File: src/rtl/sframe_tx_pkg.sv
package sframe_tx_pkg;

  typedef enum logic [1:0] {PH_IDLE, PH_SYNC, PH_DATA} phase_e;
  typedef enum logic [1:0] {LN_IDLE, LN_SYNC, LN_DATA} lineSel_e;

  // configuration fields consumed by the control path
  typedef struct packed {
    logic [3:0] syncLen;
    logic [3:0] syncLenExt;
    logic [2:0] syncMode;
    logic       syncDataEn;
    logic       syncEdge;
    logic [3:0] wordCnt;
    logic [4:0] wordLen;
    logic       msbFirst;
  } cfg_t;

  // strobes from control to datapath, describing the slot about to start
  typedef struct packed {
    logic       slotEn;
    logic       loadWord;
    lineSel_e   lineSel;
    logic [7:0] syncIdx;
    logic [4:0] bitIdx;
  } strb_t;

endpackage

File: src/rtl/sframe_tx_cfg.sv
module sframe_tx_cfg
  import sframe_tx_pkg::*;
#(
  parameter int SYNC_W = 16
) (
  input  logic              clk,
  input  logic              rstN,
  input  logic              cfgWrite,
  input  logic              wrProtect,
  input  cfg_t              cfgNext,
  input  logic              idleNext,
  input  logic [SYNC_W-1:0] syncDataNext,
  output cfg_t              cfgQ,
  output logic              idleQ,
  output logic [SYNC_W-1:0] syncDataQ
);

  logic capture;
  assign capture = cfgWrite & ~wrProtect;

  always_ff @(posedge clk or negedge rstN) begin
    if (!rstN) begin
      cfgQ      <= '0;
      idleQ     <= 1'b0;
      syncDataQ <= '0;
    end else if (capture) begin
      cfgQ      <= cfgNext;
      idleQ     <= idleNext;
      syncDataQ <= syncDataNext;
    end
  end

endmodule

File: src/rtl/sframe_tx_ctrl.sv
module sframe_tx_ctrl
  import sframe_tx_pkg::*;
(
  input  logic  clk,
  input  logic  rstN,
  input  logic  bitEn,
  input  cfg_t  cfg,
  input  logic  startReq,
  input  logic  wordValid,
  input  logic  syncIn,
  input  logic  clrFlags,
  output strb_t strb,
  output logic  wordReady,
  output logic  syncOut,
  output logic  syncOe,
  output logic  syncFlag,
  output logic  underrun
);

  localparam logic [2:0] MODE_NEG  = 3'd1;
  localparam logic [2:0] MODE_POS  = 3'd2;
  localparam logic [2:0] MODE_LOW  = 3'd3;
  localparam logic [2:0] MODE_HIGH = 3'd4;
  localparam logic [2:0] MODE_TOG  = 3'd5;

  phase_e     phase, nPhase;
  logic [7:0] syncCnt, nSyncCnt;
  logic [4:0] bitCnt, nBitCnt;
  logic [3:0] wordCnt, nWordCnt;
  logic       pend, wordOk, nWordOk, tog, nTog;
  logic       syncInS, syncPrev;
  logic       frameStart, wordStart, startNow, modeOn, nSyncLvl, sEff, edgeHit;
  logic [7:0] syncLast;
  logic [4:0] effLen;

  assign syncLast = {cfg.syncLenExt, cfg.syncLen};
  assign effLen   = (cfg.wordLen == 5'd0) ? 5'd1 : cfg.wordLen;
  assign startNow = pend | startReq;
  assign modeOn   = (cfg.syncMode >= MODE_NEG) && (cfg.syncMode <= MODE_TOG);

  // next-slot sequencing
  always_comb begin
    nPhase     = phase;
    nSyncCnt   = syncCnt;
    nBitCnt    = bitCnt;
    nWordCnt   = wordCnt;
    frameStart = 1'b0;
    unique case (phase)
      PH_IDLE: begin
        if (startNow) begin
          nPhase     = PH_SYNC;
          nSyncCnt   = 8'd0;
          frameStart = 1'b1;
        end
      end
      PH_SYNC: begin
        if (syncCnt >= syncLast) begin
          nPhase   = PH_DATA;
          nBitCnt  = 5'd0;
          nWordCnt = 4'd0;
        end else begin
          nSyncCnt = syncCnt + 8'd1;
        end
      end
      PH_DATA: begin
        if (bitCnt < effLen) begin
          nBitCnt = bitCnt + 5'd1;
        end else if (wordCnt < cfg.wordCnt) begin
          nBitCnt  = 5'd0;
          nWordCnt = wordCnt + 4'd1;
        end else if (startNow) begin
          nPhase     = PH_SYNC;
          nSyncCnt   = 8'd0;
          frameStart = 1'b1;
        end else begin
          nPhase = PH_IDLE;
        end
      end
      default: nPhase = PH_IDLE;
    endcase
  end

  assign wordStart = (nPhase == PH_DATA) && (nBitCnt == 5'd0);
  assign wordReady = bitEn & wordStart;
  assign nWordOk   = wordStart ? wordValid : wordOk;
  assign nTog      = (frameStart && cfg.syncMode == MODE_TOG) ? ~tog : tog;

  // strobes to the datapath
  always_comb begin
    strb.slotEn   = bitEn;
    strb.loadWord = bitEn & wordStart & wordValid;
    strb.syncIdx  = nSyncCnt;
    strb.bitIdx   = cfg.msbFirst ? (effLen - nBitCnt) : nBitCnt;
    unique case (nPhase)
      PH_SYNC: strb.lineSel = cfg.syncDataEn ? LN_SYNC : LN_IDLE;
      PH_DATA: strb.lineSel = nWordOk ? LN_DATA : LN_IDLE;
      default: strb.lineSel = LN_IDLE;
    endcase
  end

  // sync shape for the next slot
  always_comb begin
    unique case (cfg.syncMode)
      MODE_NEG:  nSyncLvl = (nPhase != PH_SYNC);
      MODE_POS:  nSyncLvl = (nPhase == PH_SYNC);
      MODE_LOW:  nSyncLvl = (nPhase != PH_DATA);
      MODE_HIGH: nSyncLvl = (nPhase == PH_DATA);
      MODE_TOG:  nSyncLvl = nTog;
      default:   nSyncLvl = 1'b0;
    endcase
  end

  assign sEff    = modeOn ? syncOut : syncInS;
  assign edgeHit = cfg.syncEdge ? (syncPrev & ~sEff) : (~syncPrev & sEff);

  always_ff @(posedge clk or negedge rstN) begin
    if (!rstN) begin
      phase    <= PH_IDLE;
      syncCnt  <= '0;
      bitCnt   <= '0;
      wordCnt  <= '0;
      pend     <= 1'b0;
      wordOk   <= 1'b0;
      tog      <= 1'b0;
      syncOut  <= 1'b0;
      syncOe   <= 1'b0;
      syncInS  <= 1'b0;
      syncPrev <= 1'b0;
      syncFlag <= 1'b0;
      underrun <= 1'b0;
    end else begin
      pend     <= (bitEn & frameStart) ? 1'b0 : startNow;
      syncFlag <= (bitEn & edgeHit) | (syncFlag & ~clrFlags);
      underrun <= (bitEn & wordStart & ~wordValid) | (underrun & ~clrFlags);
      if (bitEn) begin
        phase    <= nPhase;
        syncCnt  <= nSyncCnt;
        bitCnt   <= nBitCnt;
        wordCnt  <= nWordCnt;
        wordOk   <= nWordOk;
        tog      <= nTog;
        syncOut  <= nSyncLvl;
        syncOe   <= modeOn;
        syncInS  <= syncIn;
        syncPrev <= sEff;
      end
    end
  end

endmodule

File: src/rtl/sframe_tx_dp.sv
module sframe_tx_dp
  import sframe_tx_pkg::*;
#(
  parameter int DATA_W = 32,
  parameter int SYNC_W = 16
) (
  input  logic              clk,
  input  logic              rstN,
  input  strb_t             strb,
  input  logic [DATA_W-1:0] wordData,
  input  logic [SYNC_W-1:0] syncData,
  input  logic              idleLvl,
  output logic              txData
);

  logic [DATA_W-1:0] wordReg, srcWord;
  logic              wordBit, syncBit, nextTx;

  assign srcWord = strb.loadWord ? wordData : wordReg;

  always_comb begin
    wordBit = idleLvl;
    for (int i = 0; i < DATA_W; i++)
      if (i == int'(strb.bitIdx)) wordBit = srcWord[i];
  end

  always_comb begin
    syncBit = idleLvl;
    for (int i = 0; i < SYNC_W; i++)
      if (i == int'(strb.syncIdx)) syncBit = syncData[i];
  end

  always_comb begin
    unique case (strb.lineSel)
      LN_SYNC: nextTx = syncBit;
      LN_DATA: nextTx = wordBit;
      default: nextTx = idleLvl;
    endcase
  end

  always_ff @(posedge clk or negedge rstN) begin
    if (!rstN) begin
      wordReg <= '0;
      txData  <= 1'b0;
    end else begin
      if (strb.loadWord) wordReg <= wordData;
      if (strb.slotEn)   txData  <= nextTx;
    end
  end

endmodule

File: src/rtl/sframe_tx.sv
module sframe_tx
  import sframe_tx_pkg::*;
#(
  parameter int DATA_W = 32,
  parameter int SYNC_W = 16
) (
  input  logic              clk,
  input  logic              rstN,
  input  logic              bitEn,
  input  logic              cfgWrite,
  input  logic              wrProtect,
  input  logic [3:0]        cfgSyncLen,
  input  logic [3:0]        cfgSyncLenExt,
  input  logic [2:0]        cfgSyncMode,
  input  logic              cfgSyncDataEn,
  input  logic              cfgSyncEdge,
  input  logic [3:0]        cfgWordCnt,
  input  logic [4:0]        cfgWordLen,
  input  logic              cfgMsbFirst,
  input  logic              cfgIdleLvl,
  input  logic [SYNC_W-1:0] cfgSyncData,
  input  logic              startReq,
  input  logic [DATA_W-1:0] wordData,
  input  logic              wordValid,
  output logic              wordReady,
  input  logic              syncIn,
  input  logic              clrFlags,
  output logic              txData,
  output logic              syncOut,
  output logic              syncOe,
  output logic              syncFlag,
  output logic              underrun
);

  cfg_t              cfgNext, cfgQ;
  logic              idleQ;
  logic [SYNC_W-1:0] syncDataQ;
  strb_t             strb;

  assign cfgNext = '{syncLen:    cfgSyncLen,
                     syncLenExt: cfgSyncLenExt,
                     syncMode:   cfgSyncMode,
                     syncDataEn: cfgSyncDataEn,
                     syncEdge:   cfgSyncEdge,
                     wordCnt:    cfgWordCnt,
                     wordLen:    cfgWordLen,
                     msbFirst:   cfgMsbFirst};

  sframe_tx_cfg #(.SYNC_W(SYNC_W)) u_cfg (
    .clk(clk), .rstN(rstN), .cfgWrite(cfgWrite), .wrProtect(wrProtect),
    .cfgNext(cfgNext), .idleNext(cfgIdleLvl), .syncDataNext(cfgSyncData),
    .cfgQ(cfgQ), .idleQ(idleQ), .syncDataQ(syncDataQ)
  );

  sframe_tx_ctrl u_ctrl (
    .clk(clk), .rstN(rstN), .bitEn(bitEn), .cfg(cfgQ), .startReq(startReq),
    .wordValid(wordValid), .syncIn(syncIn), .clrFlags(clrFlags), .strb(strb),
    .wordReady(wordReady), .syncOut(syncOut), .syncOe(syncOe),
    .syncFlag(syncFlag), .underrun(underrun)
  );

  sframe_tx_dp #(.DATA_W(DATA_W), .SYNC_W(SYNC_W)) u_dp (
    .clk(clk), .rstN(rstN), .strb(strb), .wordData(wordData),
    .syncData(syncDataQ), .idleLvl(idleQ), .txData(txData)
  );

endmodule

File: config.mk
export PLATFORM = sky130hd
export DESIGN_NAME = sframe_tx
export DESIGN_NICKNAME = d
export VERILOG_FILES = /design/src/rtl/sframe_tx_pkg.sv /design/src/rtl/sframe_tx_cfg.sv /design/src/rtl/sframe_tx_ctrl.sv /design/src/rtl/sframe_tx_dp.sv /design/src/rtl/sframe_tx.sv
export SDC_FILE = /design/constraint.sdc
export NUM_CORES = 1
export LEC_CHECK = 0
export ABC_AREA = 0
export BUFFER_PORTS_ARGS = -buffer_cell sky130_fd_sc_hd__buf_2
export CAP_MARGIN = 20
export CORE_MARGIN = 4
export CORE_UTILIZATION = 50
export CTS_CLUSTER_DIAMETER = 30
export DETAILED_ROUTE_END_ITERATION = 10
export MAX_ROUTING_LAYER = met4
export PLACE_DENSITY = 0.68
export SLEW_MARGIN = 40
export SYNTH_ARGS = -nofsm -noshare
export SYNTH_HDL_FRONTEND = slang
export SYNTH_SLANG_ARGS = --single-unit
File: constraint.sdc
create_clock -name clk -period 8.9 [get_ports clk]
set_input_delay 0 -clock clk [delete_from_list [all_inputs] [get_ports clk]]
set_output_delay 0 -clock clk [all_outputs]
set_load 0.02 [all_outputs]
==> metrics, run 1 <==
Slew @ Worst Pin 0.8338 ns; clock latency on the worst-skew pair 0.35 ns; final worst path period need 5.558 ns; drt total wl 15610 um; area grow syn2layout 27.23%; Syn Inst Count 624; Post-Layout Cell Count 926; port bufs 86; largest net degree at the start of global routing 58; synthesized flop and latch total 101; HPWL Detailed 11040 um; status finished clean; peak supply drop 0.1561 mV; Initial Util 51.07%; Worst-path clk slew 0.07 ns; gr busiest metal met2; vias per std cell 5.798; Total Neg Setup Slack 0 ns; dpl ws 3.477 ns; sequential share of the synthesized area 41.20%; syn nets 736; Max Root-Sink Buffers 2; Die W 118.8 um; cell area after layout 7805 um^2; htree depth 3; maximum capacitance violations 0; first-pass GRT wire length 26920 um; ratio of cells with drive above 1 in the final layout 22.85%; Placed Area 6680 um^2; area leader, netlist dfrtp_1; setup ws final 3.342 ns; most frequent cell after synthesis dfrtp_1; Die Height 118.8 um; Distinct cells, synth 75; pwr dens 282.6 nW/um^2; synthesized area 6135 um^2; GR Util All Layers 23.81%; row cnt 40; PostCTS Resize Cnt 0; Worst setup SP type register; Synth Flop Type dfrtp_1; GPL Wtd Cong 0.8978; Starting DRT DRC Count 410; RSZ-0062 raised after global routing no; CTS Sinks 101; crit path max fanout 8; CP required 9.12 ns; commonest cells in the synthesized netlist dfrtp_1, nand2_1, mux2_2; crit share post-route 62.45%; Layout Utilization 64.98%; top cells by area, synth dfrtp_1, mux2_2, ha_1; Final nets 887; Slew Limit Fails 0; static leakage 3.672 nW; Post-Place Cells 835; Worst Path Class, Setup reg2reg; TritonRoute pass-1 iters 5; WL per Instance 16.86 um; synthesized area per cell 9.831 um^2; Antenna Cells 0; Max Freq 179.9 MHz; IO Count 87; total grt overflow 0; vias in the first global route 5488; final hold violations 0; worst hold path type in2reg; Yosys warning total 0; routed vias 5369; met2 Use GR 36.45%; relative slew slack 44.04%; CTS root buffer clkbuf_16; antenna violations before repair 0; CTS tree built; clock skew 0.01095 ns; number of setup violations in the final report 0; routing usage on met1 32.72%; Synth top area share 41.20%; Detail Route Antenna Nets 0; die area 14110 um^2; postcts setup bufs 0; Arrival @ worst endpoint 5.78 ns; core outline area 12010 um^2; residual DRC count 0; met3 global-route usage 3.684%; EDFF count, synth 0; TritonCTS Buffers 9; Post-synth ARST share 100.0%; Crit. End Element register
## path summary, 6_finish.rpt
| check | from | slack, ns | to | cells past startpoint |
|---|---|---|---|---|
| setup / recovery | u_ctrl.syncCnt[0]$_DFFE_PN0P_ | 3.34 | u_dp.txData$_DFFE_PN0P_ | 20 |
| hold / removal | startReq | 0.04 | u_ctrl.pend$_DFF_PN0_ | 3 |
| setup reg to reg | u_ctrl.syncCnt[0]$_DFFE_PN0P_ | 3.34 | u_dp.txData$_DFFE_PN0P_ | 20 |
| hold reg to reg | u_ctrl.wordOk$_DFFE_PN0P_ | 0.49 | u_ctrl.wordOk$_DFFE_PN0P_ | 2 |
| max in group asynchronous | rstN | 7.58 | u_ctrl.tog$_DFFE_PN0P_ | 3 |
| min in group asynchronous | rstN | 0.22 | u_dp.wordReg[24]$_DFF_PN0_ | 2 |
## timing repair
| action | in CTS | in global routing |
|---|---|---|
| endpoints found under the hold margin | 125 | 0 |
| endpoints found under the setup margin | 0 | 0 |
| hold buffers | 76 | 0 |
## cell usage in the layout (no fill, tap or decap), types with 16 or more instances in the layout
| cell type | n |
|---|---|
| dlygate4sd3_1 | 76 |
| mux2_2 | 50 |
| o21ai_0 | 45 |
| ha_1 | 30 |
| nand3_1 | 16 |
| dfrtp_1 | 101 |
| inv_1 | 46 |
| a21oi_1 | 34 |
| nand2_1 | 54 |
| buf_2 | 85 |
| nor2_1 | 41 |
## critical path: stages, from the launching register on
cell,delay [ns]
dfrtp_1,0.44
inv_1,0.06
ha_1,0.26
nand2b_1,0.14
a2111o_1,0.46
a211oi_2,0.63
o41a_1,0.42
ha_1,0.21
inv_1,0.06
fa_1,0.43
a21o_1,0.20
a21oi_1,0.17
xnor2_1,0.17
xnor2_1,0.17
a32o_1,0.31
and2_1,0.23
a32o_1,0.28
a211oi_2,0.22
o311ai_1,0.16
a41oi_1,0.29
o21ai_1,0.11
## power by group
part / total [W] / switching [W] / internal (W)
combinational: 0.00110 / 0.000662 / 0.000442
clock: 0.000458 / 0.000169 / 0.000288
sequential: 0.000644 / 0.0000850 / 0.000559
## registers in the layout, indices dropped and copies added (netlist names)
register	cells
u_cfg.cfgQ	23
u_cfg.idleQ	1
u_cfg.syncDataQ	16
u_ctrl.bitCnt	5
u_ctrl.pend	1
u_ctrl.phase	2
u_ctrl.syncCnt	8
u_ctrl.syncFlag	1
u_ctrl.syncInS	1
u_ctrl.syncOe	1
u_ctrl.syncOut	1
u_ctrl.syncPrev	1
u_ctrl.tog	1
u_ctrl.underrun	1
u_ctrl.wordCnt	4
u_ctrl.wordOk	1
u_dp.txData	1
u_dp.wordReg	32
## cells by family after synthesis
group / synth area share (%)
buffers and inverters: 4.650
xor gates and xnor gates: 1.999
AOI/OAI and AO/OA: 19.34
and+or+nand+nor: 13.60
muxes: 12.77
adders and majority gates: 6.445
DFF: 41.20
## through the flow
stage / total power [W] / hold WS (ns)
6_report: 0.002206 / 0.03569
4_1_cts: 0.002195 / 0.02208
2_1_floorplan: 0.001428 / -0.2956
3_5_place_dp: 0.001694 / 0.07600
3_3_place_gp: 0.001662 / 0.06302
5_1_grt: 0.002370 / 0.07947
## area by class of cell
class                   count  area (um^2)
fillers                  1007         4207
well taps                 147        183.9
inverters                  47        176.4
repair buffers            164         1209
flip-flops and latches    101         2527
multi-input cells         452         3361
clock inverters             4        95.09
clock buffers              11        252.7
## per-layer routing
metal | wire length, um | part of all wire, %
met2 | 7167 | 46
met5 | 0 | 0
met1 | 7520 | 48
met4 | 289 | 1.9
met3 | 637 | 4.1
(Power assumes the default switching activity.)
==> inputs of run 2 (changes only) <==
Settings changed: ABC_AREA 0 to 1.
Clock period 8.9 ns to 5.7 ns, I/O delays scaled along.
==> run 2 against run 1 <==
  * Wire length rose by 0.93%
  * Synthesized cell count rose by 39%
  * Highest routed layer unchanged
  * Critical path type unchanged
  * Critical path depth rose by 39
  * Sequential cell count did not move
  * Sequential power rose by 39%
  * Critical endpoint unchanged
  * Sequential share of layout area fell by 1.8 points
  * Synthesized area rose by 3.8%
  * Cell count rose by 31%
  * Register-to-register slack got worse by 2.8 ns
  * Utilization rose by 2.6 points
  * Largest power group unchanged
==> metrics, run 2 <==
CTS root buffer clkbuf_16; dpl ws 0.3107 ns; most frequent cell after synthesis nand2_1; syn nets 980; Post-Place Cells 1105; htree depth 3; WL per Instance 12.96 um; area grow syn2layout 30.08%; Crit. End Element register; synthesized flop and latch total 101; Worst setup SP type register; Initial Util 51.94%; area leader, netlist dfrtp_1; max reg flops 32; clock skew 0.007067 ns; Max Freq 192.2 MHz; Yosys warning total 0; commonest cells in the synthesized netlist nand2_1, inv_1, dfrtp_1; residual DRC count 0; Arrival @ worst endpoint 5.50 ns; Detail Route Antenna Nets 0; Max Root-Sink Buffers 2; synthesized area per cell 7.337 um^2; crit path max fanout 9; IO Count 87; HPWL Detailed 10970 um; clock latency on the worst-skew pair 0.36 ns; GR Util All Layers 23.12%; status finished clean; Starting DRT DRC Count 300; setup ws final 0.4959 ns; Worst-path clk slew 0.07 ns; Worst Path Class, Setup reg2reg; antenna violations before repair 0; vias per std cell 4.923; RSZ-0062 raised after global routing yes; CTS tree built; routed vias 5986; number of setup violations in the final report 0; Synth Flop Type dfrtp_1; Die W 120.9 um; Die Height 120.9 um; final hold violations 0; Syn Inst Count 868; top cells by area, synth dfrtp_1, nand2_1, inv_1; core outline area 12260 um^2; total grt overflow 0; Synth top area share 39.69%; Total Neg Setup Slack 0 ns; ratio of cells with drive above 1 in the final layout 19.56%; TritonCTS Buffers 9; crit share post-route 91.30%; worst hold path type in2reg; Post-Layout Cell Count 1216; most frequent CP cell nand2_1; Post-synth ARST share 100.0%; static leakage 4.295 nW; most common cell after layout, fill and taps aside nand2_1; drt total wl 15760 um; first-pass GRT wire length 26530 um; most frequent cells in the layout nand2_1, inv_1, dfrtp_1, buf_2, dlygate4sd3_1; peak supply drop 0.2566 mV; Final nets 1155; PnR Total Power 0.002826 W; row cnt 40; synthesized area 6369 um^2; Distinct cells, synth 50; sequential share of the synthesized area 39.69%; Placed Area 6933 um^2; Slew Limit Fails 0; relative slew slack 57.99%; cell area after layout 8284 um^2; GPL Wtd Cong 0.8552; final worst path period need 5.204 ns; die area 14610 um^2; CTS Sinks 101; Top reg by flops u_dp.wordReg; maximum capacitance violations 0; Slew @ Worst Pin 0.6236 ns; CP top delay family simple AND/OR/NAND/NOR gates; biggest regs u_dp.wordReg: 32 flops, u_cfg.cfgQ: 23 flops, u_cfg.syncDataQ: 16 flops; Antenna Cells 0; largest net degree at the start of global routing 62; port bufs 86; TritonRoute pass-1 iters 5; EDFF count, synth 0; pwr dens 341.2 nW/um^2; Worst path slowest cell dfrtp_1; vias in the first global route 5728; Crit path buffers/inverters 5; max incr delay on CP 0.42 ns; CP required 6.00 ns
[run 2: changes by cell type in the layout (fill, tap and decap cells not counted), moves of 21 or more]
| cell | before | now |
|---|---|---|
| nand2_1 | 54 | 252 |
| inv_1 | 46 | 122 |
| mux2_2 | 50 | 20 |
| nand3_1 | 16 | 46 |
| nor2_1 | 41 | 66 |
| buf_4 | 3 | 24 |
[run 2: report_power, final]
part	leakage (nW)	internal, W	switching [W]
Combinational	2.88	0.000517	0.000741
Clock	0.152	0.000398	0.000276
Sequential	1.27	0.000823	0.0000721
Total	4.30	0.00174	0.00109
[run 2: what timing repair did]
action                                  in CTS  in global routing
endpoints found under the setup margin       0                  1
hold buffers                                76                  0
buffers inserted                             0                 18
gates resized for setup                      0                 31
hold endpoints to repair                   115                  0
[run 2: worst paths after layout]
path / depth (start not counted) / slack [ns] / to / startpoint
max in group asynchronous: 3 / 4.63 / u_dp.wordReg[9]$_DFF_PN0_ / rstN
max: 59 / 0.50 / u_dp.txData$_DFFE_PN0P_ / u_ctrl.syncCnt[5]$_DFFE_PN0P_
min: 4 / 0.03 / u_dp.wordReg[0]$_DFF_PN0_ / wordData[0]
max reg2reg: 59 / 0.50 / u_dp.txData$_DFFE_PN0P_ / u_ctrl.syncCnt[5]$_DFFE_PN0P_
min in group asynchronous: 2 / 0.16 / u_cfg.cfgQ[22]$_DFFE_PN0P_ / rstN
min reg2reg: 2 / 0.47 / u_dp.wordReg[31]$_DFF_PN0_ / u_dp.wordReg[31]$_DFF_PN0_
[run 2: stage by stage]
| step | utilization, % | hold WS [ns] |
|---|---|---|
| after floorplan | - | -0.2956 |
| after detailed placement | 56.54 | 0.007544 |
| final | 67.56 | 0.03343 |
| after global placement | 56.54 | 0.01177 |
| after global routing | 67.56 | 0.04944 |
| after CTS | 65.41 | 0.01626 |
[run 2: layout make-up]
type                            instances  area, um^2
Multi-Input combinational cell        611        3298
Sequential cell                       101        2531
Fill cell                            1062        3978
Timing Repair Buffer                  188        1423
Clock buffer                           11       242.7
Inverter                              132       495.5
Clock inverter                          5       83.83
Tap cell                              168       210.2
[run 2: routing by layer]
metal  vias to the layer above  GRT usage (%)  part of all wire (%)
met2                       135          37.37                    48
met1                      2700          29.67                    46
met5                         -              -                     0
met3                        29          4.149                   3.9
met4                         0          7.507                   2.1
li1                       3122              -                     -
[run 2: kinds of logic (layout without fill, tap and decap cells)]
| group | after synthesis | in the layout | synth area share, % |
|---|---|---|---|
| flip-flops | 101 | 101 | 39.69 |
| buffers and inverters | 156 | 336 | 9.882 |
| AO/OA/AOI/OAI | 134 | 134 | 11.77 |
| AND/OR/NAND/NOR | 420 | 420 | 28.09 |
| adder cells (fa/ha/maj) | 31 | 31 | 6.208 |
| multiplexers | 20 | 20 | 3.536 |
| XOR/XNOR | 6 | 6 | 0.8253 |
[run 2: worst min-delay path, stage by stage]
cell,delay [ns]
buf_2,0.08
inv_1,0.03
nand4_1,0.11
and2_1,0.14
==> inputs of run 3 (changes only) <==
Clock period 5.7 ns to 6.3 ns, I/O delays scaled along.
==> run 3 against run 2 <==
  * Combinational power fell by 16%
  * Worst setup slack gained 0.34 ns
  * First-iteration DRC count rose by 7.0%
  * Critical path depth increased by 2
  * Cell count down 1.6%
  * Clock skew is 0.0015 ns lower
  * Utilization shrank 2.0 points
  * Sequential cell count unchanged
  * Total power shrank 12%
  * Highest routed layer unchanged
  * Register-to-register slack better by 0.34 ns
  * Sequential share of layout area is 0.87 points higher
==> metrics, run 3 (same netlist as run 2, synthesis figures left out) <==
max reg flops 32; biggest regs u_dp.wordReg: 32 flops, u_cfg.cfgQ: 23 flops, u_cfg.syncDataQ: 16 flops; Worst-path clk slew 0.07 ns; Starting DRT DRC Count 321; Top reg by flops u_dp.wordReg; Worst setup SP type register; worst hold path type in2reg; Worst Path Class, Setup reg2reg; TritonCTS Buffers 9; area grow syn2layout 26.31%; GPL Wtd Cong 0.8705; first-pass GRT wire length 26920 um; relative slew slack 54.99%; HPWL Detailed 10850 um; CTS Sinks 101; crit share post-route 86.66%; CTS tree built; pwr dens 310.5 nW/um^2; register area 2527 um^2; Filler Cell Count 1087; clock skew 0.005586 ns; TritonRoute pass-1 iters 5; maximum capacitance violations 0; Slew Limit Fails 0; row cnt 40; WL per Instance 13.16 um; Slew @ Worst Pin 0.6752 ns; number of setup violations in the final report 0; total grt overflow 0; CP required 6.55 ns; Worst Setup EP u_dp.txData$_DFFE_PN0P_; Worst R2R Setup Slack 0.84 ns; crit path from u_ctrl.syncCnt[7]$_DFFE_PN0P_; final worst path period need 5.459 ns; residual DRC count 0; drt total wl 15760 um; peak supply drop 0.2697 mV; most frequent CP cell nand2_1; most frequent cells in the layout nand2_1, inv_1, dfrtp_1, buf_2, dlygate4sd3_1; multi-input logic area 3228 um^2; largest net degree at the start of global routing 62; final hold violations 0; GR Util All Layers 23.35%; worst reg2reg path depth 61; CTS root buffer clkbuf_16; status finished clean; static leakage 4.206 nW; Die Height 120.9 um; clock latency on the worst-skew pair 0.35 ns; vias in the first global route 5798; reg2reg start u_ctrl.syncCnt[7]$_DFFE_PN0P_; Die W 120.9 um; ratio of cells with drive above 1 in the final layout 15.55%; Total Neg Setup Slack 0 ns; port bufs 86; most common cell after layout, fill and taps aside nand2_1; Arrival @ worst endpoint 5.71 ns; Detail Route Antenna Nets 0; PnR Total Power 0.002498 W; Antenna Cells 0; R2R Path End u_dp.txData$_DFFE_PN0P_; Worst path slowest cell dfrtp_1; core outline area 12260 um^2; max incr delay on CP 0.40 ns; antenna violations before repair 0; Initial Util 51.94%; htree depth 3; Layout Utilization 65.60%; Max Freq 183.2 MHz; Final nets 1136; IO Count 87; routed vias 5880; die area 14610 um^2; vias per std cell 4.912; crit path max fanout 4; Max Root-Sink Buffers 2; Crit. End Element register
run 3: changes by cell type in the layout (fill, tap and decap cells not counted), moves of 4 or more:
cell / delta
nand2_2: -4
buf_4: -18
nand2_1: +4
inv_1: +7
inv_2: -7
run 3: through the flow:
step,cells,setup WS [ns],area [um^2],hold WS [ns]
2_1_floorplan,868,1.433,6369,-0.2956
3_3_place_gp,1102,0.8210,6910,0.01682
3_5_place_dp,1102,0.6919,6910,0.02093
4_1_cts,1194,0.6471,8011,0.01495
5_1_grt,1197,-0.01231,8044,0.04097
6_report,1197,0.8405,8044,0.01685
run 3: worst min-delay path by stage:
stage	startpoint	to	slack, ns	cells past startpoint
2_1_floorplan	rstN	u_cfg.cfgQ[0]$_DFFE_PN0P_	-0.30	0
3_3_place_gp	rstN	u_cfg.cfgQ[15]$_DFFE_PN0P_	0.02	1
3_5_place_dp	rstN	u_cfg.cfgQ[16]$_DFFE_PN0P_	0.02	1
4_1_cts	wordData[0]	u_dp.wordReg[0]$_DFF_PN0_	0.01	4
5_1_grt	wordData[0]	u_dp.wordReg[0]$_DFF_PN0_	0.04	4
6_report	wordData[0]	u_dp.wordReg[0]$_DFF_PN0_	0.02	4
run 3: final cells by class:
| cell class | instances | share of cell area (%) |
|---|---|---|
| Tap cell | 168 | 2.613 |
| Clock buffer | 11 | 2.893 |
| Sequential cell | 101 | 31.42 |
| Timing Repair Buffer | 168 | 15.45 |
| Inverter | 132 | 6.160 |
| Clock inverter | 5 | 1.338 |
| Multi-Input combinational cell | 612 | 40.13 |
run 3: power breakdown:
| part | switching [W] | leakage, nW | internal, W |
|---|---|---|---|
| clock | 0.000244 | 0.164 | 0.000391 |
| sequential | 0.0000631 | 1.27 | 0.000744 |
| combinational | 0.000660 | 2.77 | 0.000397 |
run 3: repair_timing:
action | in CTS | in global routing
endpoints found under the hold margin | 115 | 0
buffers inserted | 0 | 2
hold buffers | 76 | 0
gates resized for setup | 0 | 2
setup endpoints to repair | 0 | 1
run 3: critical path: cells and delay by family, from the launching register on:
| kind | cells | cell delay, ns |
|---|---|---|
| AND/OR/NAND/NOR | 49 | 3.27 |
| adder cells (fa/ha/maj) | 3 | 0.83 |
| AO/OA/AOI/OAI | 5 | 0.65 |
| flip-flops | 1 | 0.40 |
| buffers and inverters | 4 | 0.23 |
run 3: per-layer routing:
| metal | wire length [um] | share of wire (%) | track usage (%) |
|---|---|---|---|
| met1 | 7206 | 46 | 30.15 |
| met2 | 7404 | 47 | 37.20 |
| met3 | 822 | 5.2 | 5.361 |
| met4 | 325 | 2.1 | 6.445 |
| met5 | 0 | 0 | - |
